`config.mk`:
```
export PLATFORM = sky130hd
export DESIGN_NAME = dual_chan_loader
export DESIGN_NICKNAME = d
export VERILOG_FILES = /design/src/rtl/dcl_pkg.sv /design/src/rtl/dcl_addr_dec.sv /design/src/rtl/dcl_in_chan.sv /design/src/rtl/dcl_commit.sv /design/src/rtl/dual_chan_loader.sv
export SDC_FILE = /design/constraint.sdc
export NUM_CORES = 1
export LEC_CHECK = 0
export BUFFER_PORTS_ARGS = -buffer_cell sky130_fd_sc_hd__buf_2
export CORE_MARGIN = 5
export CORE_UTILIZATION = 35
export CTS_CLUSTER_DIAMETER = 80
export DETAILED_ROUTE_END_ITERATION = 12
export PLACE_DENSITY = 0.7
export SLEW_MARGIN = 40
export SYNTH_ARGS = -nofsm -noshare
export SYNTH_HDL_FRONTEND = slang
export SYNTH_SLANG_ARGS = --single-unit
```
`constraint.sdc`:
```
create_clock -name clk -period 3.1 [get_ports clk]
set_clock_uncertainty 0.15 [all_clocks]
set_input_delay 0.62 -clock clk [delete_from_list [all_inputs] [get_ports clk]]
set_output_delay 0.62 -clock clk [all_outputs]
set_load 0.01 [all_outputs]
```
`src/rtl/dcl_pkg.sv`:
```
package dcl_pkg;
    localparam int LO_W   = 8;
    localparam int HI_W   = 4;
    localparam int CODE_W = LO_W + HI_W;
    localparam int N_CH   = 2;
    localparam int PARTS  = 2;
    localparam int N_REG  = N_CH * PARTS;
    localparam int ADDR_W = $clog2(N_REG);

    typedef enum logic {
        PART_LO = 1'b0,
        PART_HI = 1'b1
    } part_e;

    typedef struct packed {
        logic [HI_W-1:0] hi;
        logic [LO_W-1:0] lo;
    } chan_word_t;

    function automatic int reg_index(input int ch, input part_e part);
        return ch * PARTS + int'(part);
    endfunction
endpackage

```
`src/rtl/dcl_addr_dec.sv`:
```
module dcl_addr_dec #(
    parameter int N_REG  = dcl_pkg::N_REG,
    parameter int ADDR_W = dcl_pkg::ADDR_W
) (
    input  logic              wr_fire,
    input  logic [ADDR_W-1:0] addr,
    output logic [N_REG-1:0]  we_vec
);
    for (genvar i = 0; i < N_REG; i++) begin : g_dec
        localparam logic [ADDR_W-1:0] MATCH = ADDR_W'(i);
        assign we_vec[i] = wr_fire && (addr == MATCH);
    end
endmodule

```
`src/rtl/dcl_in_chan.sv`:
```
module dcl_in_chan #(
    parameter int LO_W   = dcl_pkg::LO_W,
    parameter int HI_W   = dcl_pkg::HI_W,
    localparam int CODE_W = LO_W + HI_W
) (
    input  logic              clk,
    input  logic              clr_n,
    input  logic              lo_we,
    input  logic              hi_we,
    input  logic [LO_W-1:0]   din,
    output logic [CODE_W-1:0] word_nxt,
    output logic [CODE_W-1:0] word_q
);
    typedef struct packed {
        logic [HI_W-1:0] hi;
        logic [LO_W-1:0] lo;
    } hold_t;

    hold_t st_d, st_q;

    always_comb begin
        st_d = st_q;
        if (lo_we) begin
            st_d.lo = din;
        end
        if (hi_we) begin
            st_d.hi = din[HI_W-1:0];
        end
    end

    always_ff @(posedge clk or negedge clr_n) begin
        if (!clr_n) begin
            st_q <= '0;
        end else begin
            st_q <= st_d;
        end
    end

    assign word_nxt = {st_d.hi, st_d.lo};
    assign word_q   = {st_q.hi, st_q.lo};
endmodule

```
`src/rtl/dcl_commit.sv`:
```
module dcl_commit #(
    parameter int CODE_W = dcl_pkg::CODE_W
) (
    input  logic              clk,
    input  logic              clr_n,
    input  logic              commit,
    input  logic [CODE_W-1:0] word_in,
    output logic [CODE_W-1:0] code_q
);
    typedef struct packed {
        logic [CODE_W-1:0] code;
    } out_t;

    out_t st_d, st_q;

    always_comb begin
        st_d = st_q;
        if (commit) begin
            st_d.code = word_in;
        end
    end

    always_ff @(posedge clk or negedge clr_n) begin
        if (!clr_n) begin
            st_q <= '0;
        end else begin
            st_q <= st_d;
        end
    end

    assign code_q = st_q.code;
endmodule

```
`src/rtl/dual_chan_loader.sv`:
```
module dual_chan_loader
    import dcl_pkg::*;
(
    input  logic              clk,
    input  logic              clr_n,
    input  logic              sel_n,
    input  logic              wr_n,
    input  logic              upd_n,
    input  logic [ADDR_W-1:0] addr,
    input  logic [LO_W-1:0]   din,
    output logic [CODE_W-1:0] code_a,
    output logic [CODE_W-1:0] code_b,
    output logic [CODE_W-1:0] held_a,
    output logic [CODE_W-1:0] held_b
);
    logic              wr_fire;
    logic              commit;
    logic [N_REG-1:0]  we_vec;
    logic [CODE_W-1:0] nxt_w  [N_CH];
    logic [CODE_W-1:0] held_w [N_CH];
    logic [CODE_W-1:0] code_w [N_CH];

    assign wr_fire = !sel_n && !wr_n;
    assign commit  = !upd_n && !wr_n;

    dcl_addr_dec #(.N_REG(N_REG), .ADDR_W(ADDR_W)) u_dec (
        .wr_fire (wr_fire),
        .addr    (addr),
        .we_vec  (we_vec)
    );

    for (genvar ch = 0; ch < N_CH; ch++) begin : g_ch
        localparam int LO_IDX = reg_index(ch, PART_LO);
        localparam int HI_IDX = reg_index(ch, PART_HI);

        dcl_in_chan #(.LO_W(LO_W), .HI_W(HI_W)) u_in (
            .clk      (clk),
            .clr_n    (clr_n),
            .lo_we    (we_vec[LO_IDX]),
            .hi_we    (we_vec[HI_IDX]),
            .din      (din),
            .word_nxt (nxt_w[ch]),
            .word_q   (held_w[ch])
        );

        dcl_commit #(.CODE_W(CODE_W)) u_out (
            .clk     (clk),
            .clr_n   (clr_n),
            .commit  (commit),
            .word_in (nxt_w[ch]),
            .code_q  (code_w[ch])
        );
    end

    assign code_a = code_w[0];
    assign code_b = code_w[1];
    assign held_a = held_w[0];
    assign held_b = held_w[1];
endmodule

```
# --- Word level (Yosys, flattened, before mapping) ---
# Index checks and enable logic that the tools add are counted.
word_totals:
  elab_cells: 23
  output_inout_bits: 48
  inputBits: 15
  ff_bits: 48
classes:
  reduce_logical: 10
  muxes: 4
  eq_ne: 3
ops:
  columns: ["op", "n"]
  rows:
  - ["8-bit two-way mux", 2]
  - ["4-bit two-way mux", 2]
  - ["1-bit logical AND", 6]
  - ["2-bit == test, second input constant", 2]
  - ["1-bit logical NOT", 3]
  - ["2-bit by 1-bit == test with 1-bit output, second input constant", 1]
  - ["2-bit logical NOT", 1]

# --- Longest topological paths before layout ---
# Gate-level depths: netlist of run 1.
logic_depth:
  ltp_word: 4
  mapped_depth: 4
  mapped_depth_nobuf: 3

# --- By module ---
# Synthesis of run 1 repeated with hierarchy kept, for this count alone.
hier_totals:
  hier_cells: 106
  hier_area_um2: 1966.9
by_module_without_submodules:
  columns: ["mod", "area_per_inst_um2", "cells_per_inst", "seq_area_each_um2", "n_inst"]
  rows:
  - ["dcl_commit", 484.2, 25, 300.3, 2]
  - ["dcl_in_chan", 476.7, 25, 300.3, 2]
  - ["dcl_addr_dec", 37.5, 4, 0.0, 1]
  - ["dual_chan_loader", 7.5, 2, 0.0, 1]

# --- Worst setup path before layout of run 1 ---
# Ideal clock, no wire load.
synth_path:
  kind: "in2reg"
  from: "input port wr_n"
  to: "register g_ch[1].u_out.st_q, in the netlist g_ch[1].u_out.code_q[0]"
  path_slack_ps: 943
  t_arrival_ps: 1882
  setup_time_ps: 125
  path_stages: 4
  cell_sequence: "clkbuf_2 > nor4b_4 > mux2_2 > mux2_2"
synth_between:
  elab_chain_len: 4
  word_cells_on_any_way: 5
  classes_between: "mux: 1; reduce/logical: 4"
synth_lines:
  columns: ["item", "line", "rtl"]
  rows:
  - ["start, declared", "dual_chan_loader.sv:7", "input logic wr_n,"]
  - ["1-bit logical NOT", "dual_chan_loader.sv:23", "assign wr_fire = !sel_n && !wr_n;"]
  - ["1-bit logical AND", "dual_chan_loader.sv:23", null]
  - ["1-bit logical AND", "dcl_addr_dec.sv:11", "assign we_vec[i] = wr_fire && (addr == MATCH);"]
  - ["8-bit two-way mux", "dcl_in_chan.sv:23", "if (lo_we) begin"]
  - ["net g_ch[1].u_in.word_nxt[0]", "dcl_in_chan.sv:11", "output logic [CODE_W-1:0] word_nxt,"]
  - ["end signal, assigned", "dcl_commit.sv:27", "st_q <= st_d;"]
  - ["end, declared", "dcl_commit.sv:14", "out_t st_d, st_q;"]
# The timed path passes the listed nets, and every way through them passes these cells.
# A chain may end at the register's enable or synchronous reset.

# --- Final worst setup path of run 1 ---
layout_path:
  from: "input port wr_n"
  to: "register g_ch[1].u_out.st_q, in the netlist g_ch[1].u_out.code_q[1]"
# Same word-level chain as after synthesis.

==> out/metrics.yaml, run 1 <==
run_status:
  outcome: "complete, no violations"
route:
  avgViaCountPerCell: 4.599
  vias: 1113
  detail-route-antenna-nets: 0
  finalWirelength_mm: 3.768
  wl_per_cell_um: 15.57
  initialDrtViolationCount: 45
  drc_errors: 0
  dr.pass1.iters: 2
floorplanning:
  core-area_mm2: 0.005107
  rows: 26
  die_x_um: 82.54
  fp.dieH_um: 82.54
  ios: 63
  start_util_pct: 36.06
  die_area_mm2: 0.006813
global_routing:
  grt.total_usage_pct: 11.89
  antenna_found_initial: 0
  grt-ovfl-total: 0
  grt_pass1_wl_mm: 5.906
  grt_pass1_vias: 1156
  grt_max_degree: 49
critical_path:
  critical-path-slowest-cell: "nor4b_4"
  setup.worst_path.end_class: "flip-flop"
  start_kind: "input port"
  critical_path.most_common_cell: "mux2_2"
  path_class: "in -> reg"
  required_ns: 3.13
  worstPathMaxFanout: 8
  slowest_delay_ns: 0.65
  crit_chain: "buf_2, nor4b_4, mux2_2, mux2_2"
  worstPathArrival_ns: 2.11
place:
  dp_hpwl_mm: 2.688
  io_buffers: 62
  place_inst: 234
  dpl_cell_area_mm2: 0.002237
  gp_routability_congestion: 0.6947
clock_tree:
  ctsRootBufferMaster: "clkbuf_8"
  cts_htree_levels: 2
  path_clk_slew_ns: 0.08
  clockBufferDepth: 2
  cts_setup_buffers: 0
  tritoncts: "built"
  ctsHoldBuffers: 0
  numCtsBuffers: 5
  cts_sinks: 48
  clk-insertion-delay-late_ns: 0.29
  cts.repair.resized: 0
synthesis:
  synthTopCellsByArea: "dfrtp_1 (65%), mux2_2 (29%), nor4b_4 (2.6%), nor4_4 (1.2%), and4bb_1 (0.68%)"
  syn_area_mm2: 0.001842
  synth-seq-cells: 48
  yosysTopAreaCellShare_pct: 65.22
  syn-num-nets: 119
  synth.avg_cell_area_um2: 17.71
  ys_warn_count: 0
  synth_top_cell_by_area: "dfrtp_1"
  syn-instance-count: 104
  synth_seq_area_share_pct: 65.22
  ys_types: 8
layout:
  antenna_cells: 0
  layout.cells.non_filler: 242
  mostFrequentLayoutCell: "buf_2"
  fin_nets: 186
  drive_above_1_share_pct: 71.51
  layout_common_cells: "buf_2 (61), mux2_2 (48), dfrtp_1 (48), clkbuf_8 (6)"
  fin_area_mm2: 0.002330
  syn_to_final_growth_pct: 26.49
  post-route-util_pct: 45.61
timing:
  fmax_ghz: 0.4809
  rsz0062_at_grt: "false"
  setup_viol: 0
  post-route-period-util_pct: 67.08
  fin_tns_setup_ns: 0
  maxSlewViolCount: 0
  worstMarginPinSlew_ns: 0.6862
  hold_viol: 0
  max_slew_margin_pct: 53.91
  min_period_ns: 2.080
pwr:
  power_mw: 1.731
  power_density_mw_per_mm2: 742.9
  p_leak_nw: 1.104
  irDropWorstVdd_uv: 258.3
hold_path:
  min-delay-path-class: "in -> async"
flow_run:
  drv_cap: 0
[routing by layer]
metal  part of all wire [%]  vias to the layer above  track usage [%]
li1                       -                      506                -
met1                     46                      554            16.12
met2                     43                       49            17.47
met3                    9.2                        4            3.254
met4                    1.7                        0            5.882
met5                      0                        -                0
[synth_stat cells]
cell	count
dfrtp_1	48
mux2_2	48
buf_2	2
nor4b_4	2
and4bb_1	1
clkbuf_2	1
nor2_1	1
nor4_4	1
[path summary, 6_finish.rpt]
path,depth (start not counted),from,endpoint,slack (ns)
max,4,wr_n,g_ch[1].u_out.code_q[1],1.02
min,1,clr_n,g_ch[1].u_in.word_q[9],0.17
max reg2reg,2,g_ch[0].u_in.word_q[3],g_ch[0].u_out.code_q[3],1.90
min reg2reg,1,g_ch[0].u_out.code_q[6],g_ch[0].u_out.code_q[6],0.36
max in group asynchronous,1,clr_n,g_ch[1].u_in.word_q[10],2.23
min in group clk,1,g_ch[0].u_out.code_q[6],g_ch[0].u_out.code_q[6],0.36
[cell type report]
cell class,instances,area (um2)
flip-flops and latches,48,1201
clock buffers,6,82.58
well taps,70,87.58
clock inverters,2,10.01
multi-input cells,53,628.1
fillers,467,2778
repair buffers,63,320.3
[power breakdown]
| group | internal (mW) | total, mW | switching, mW | leakage (nW) |
|---|---|---|---|---|
| sequential | 0.792 | 0.871 | 0.0793 | 0.578 |
| clock | 0.178 | 0.375 | 0.197 | 0.0510 |
| combinational | 0.249 | 0.485 | 0.236 | 0.476 |
| total | 1.22 | 1.73 | 0.512 | 1.10 |
[metrics by stage]
stage | setup slack (ns) | hold slack, ns
global route | 0.9362 | 0.2274
finish | 1.020 | 0.1713
CTS | 0.9845 | 0.1933
detailed placement | 0.6638 | 0.3404
floorplan | 0.9428 | 0.1744
global placement | 0.6649 | 0.3366
[worst max-delay path: cells and delay by family]
family	cells	cell delay, ns
and+or+nand+nor	1	0.65
muxes	2	0.68
buffers and inverters	1	0.16
[flip-flops by register name, summed over array words and instances (netlist names)]
signal,count
g_ch.u_in.word_q,24
g_ch.u_out.code_q,24
[logic make-up (layout without fill, tap and decap cells)]
group	Yosys count	count (layout)	share of synthesized area (%)
multiplexers	48	48	29.35
AND/OR/NAND/NOR	5	5	4.619
buffers and inverters	3	71	0.8150
flip-flops	48	48	65.22
No activity file was read; power rests on OpenSTA's default activity.
==> inputs of run 2 (changes only) <==
==> constraint.sdc (replaced) <==
create_clock -name clk -period 2.1 [get_ports clk]
set_clock_uncertainty 0.15 [all_clocks]
set_input_delay 0.42 -clock clk [delete_from_list [all_inputs] [get_ports clk]]
set_output_delay 0.42 -clock clk [all_outputs]
set_load 0.01 [all_outputs]
==> run 2 against run 1 <==
Compared with the run above: register-to-register slack worse by 0.99 ns; non-clock buffer count is 5 higher; largest cell class unchanged; first-iteration DRC count is 42% lower; clock power is 52% higher; largest power group unchanged; final area is 2.9% higher; core utilization is 1.3 points higher; combinational power is 50% higher; worst hold slack better by 0.065 ns; sequential share of layout area is 1.5 points lower; final cell count is 2.1% higher; global-route usage is 0.26 points higher.
==> out/metrics.yaml, run 2 (synthesized netlist as in run 1, its figures left out) <==
critical_path:
  rrSetupSlack_ns: 0.91
  r2r_end: "g_ch[0].u_out.code_q[8]"
  critical-path-slowest-cell: "mux2_2"
  start_kind: "input port"
  slowest_delay_ns: 0.35
  path_class: "in -> reg"
  reg2regPathDepth: 2
  required_ns: 2.13
  rr_startpoint: "g_ch[0].u_in.word_q[8]"
  worstPathMaxFanout: 5
  crit_chain: "buf_2, nor4_4, buf_4, mux2_2, mux2_2"
  worstPathArrival_ns: 1.68
  setup.worst_path.end_class: "flip-flop"
  critical_path.most_common_cell: "mux2_2"
  crit_end: "g_ch[0].u_out.code_q[7]"
  cp-startpoint: "addr[1]"
timing:
  min_period_ns: 1.650
  worstMarginPinSlew_ns: 0.4873
  maxSlewViolCount: 0
  fmax_ghz: 0.6061
  setup_viol: 0
  max_slew_margin_pct: 67.51
  post-route-period-util_pct: 78.57
  fin_tns_setup_ns: 0
  hold_viol: 0
  rsz0062_at_grt: "false"
clock_tree:
  ctsRootBufferMaster: "clkbuf_8"
  cts_sinks: 48
  clk-insertion-delay-late_ns: 0.30
  cts_htree_levels: 2
  cts.repair.resized: 0
  ctsHoldBuffers: 1
  tritoncts: "built"
  numCtsBuffers: 5
  path_clk_slew_ns: 0.09
  clockBufferDepth: 2
  cts_setup_buffers: 0
hold_path:
  min-delay-path-class: "in -> reg"
pwr:
  power_density_mw_per_mm2: 1077
  p_leak_nw: 1.129
  irDropWorstVdd_uv: 417.1
floorplanning:
  rows: 26
  die_x_um: 82.54
  fp.dieH_um: 82.54
  die_area_mm2: 0.006813
  ios: 63
  start_util_pct: 36.06
  core-area_mm2: 0.005107
global_routing:
  grt.total_usage_pct: 12.16
  grt_max_degree: 30
  grt-ovfl-total: 0
  grt_pass1_wl_mm: 6.023
  grt_pass1_vias: 1191
  antenna_found_initial: 0
place:
  gp_routability_congestion: 0.7130
  io_buffers: 62
  dp_hpwl_mm: 2.854
  dpl_cell_area_mm2: 0.002290
route:
  finalWirelength_mm: 3.804
  dr.pass1.iters: 3
  detail-route-antenna-nets: 0
  drc_errors: 0
  wl_per_cell_um: 15.40
  avgViaCountPerCell: 4.603
  vias: 1137
  initialDrtViolationCount: 26
layout:
  fin_area_mm2: 0.002397
  syn_to_final_growth_pct: 30.16
  mostFrequentLayoutCell: "buf_2"
  layout_common_cells: "buf_2 (62), mux2_2 (48), dfrtp_1 (48), clkbuf_8 (6), buf_4 (3)"
  drive_above_1_share_pct: 71.75
  antenna_cells: 0
  fin_nets: 191
flow_run:
  drv_cap: 0
run_status:
  outcome: "complete, no violations"
[run 2: layout make-up]
| cell class | instances | area (um2) |
|---|---|---|
| fillers | 469 | 2710 |
| flip-flops and latches | 48 | 1201 |
| multi-input cells | 53 | 628.1 |
| repair buffers | 68 | 382.9 |
| well taps | 70 | 87.58 |
| clock buffers | 6 | 82.58 |
| clock inverters | 2 | 15.01 |
[run 2: critical path, delay by kind of cell]
family / cells / cell delay [ns]
buffers and inverters: 2 / 0.35
muxes: 2 / 0.61
and+or+nand+nor: 1 / 0.31
[run 2: per-layer routing]
metal  track usage [%]  vias to the layer above  wire (um)
met2             17.87                       48       1610
met3             3.688                        6        351
met5                 0                        -          0
li1                  -                      523          -
met1             16.29                      560       1780
met4             5.882                        0         62
[run 2: worst min-delay path by stage]
stage / startpoint / end / slack, ns / depth (start not counted)
after global placement: clr_n / g_ch[0].u_in.word_q[1] / 0.26 / 1
after CTS: din[6] / g_ch[1].u_in.word_q[6] / 0.23 / 2
after floorplan: clr_n / g_ch[0].u_in.word_q[0] / -0.03 / 0
final: din[6] / g_ch[1].u_in.word_q[6] / 0.24 / 2
after detailed placement: clr_n / g_ch[0].u_in.word_q[1] / 0.26 / 1
after global routing: din[5] / g_ch[0].u_in.word_q[5] / 0.23 / 2
[run 2: through the flow]
stage / cells / total power, mW / utilization [%] / hold WS (ns) / setup WS (ns)
after floorplan: 104 / 1.681 / - / -0.02559 / 0.1428
after detailed placement: 238 / 2.051 / 44.83 / 0.2613 / 0.1323
after global routing: 247 / 2.753 / 46.94 / 0.2295 / 0.3975
final: 247 / 2.581 / 46.94 / 0.2361 / 0.4500
after global placement: 238 / 2.030 / 44.83 / 0.2570 / 0.1376
after CTS: 247 / 2.626 / 46.94 / 0.2267 / 0.4397
[run 2: report_power, final]
part	internal, mW	switching [mW]	leakage, nW
logic	0.376	0.351	0.508
clock network	0.267	0.304	0.0434
registers	1.17	0.115	0.578
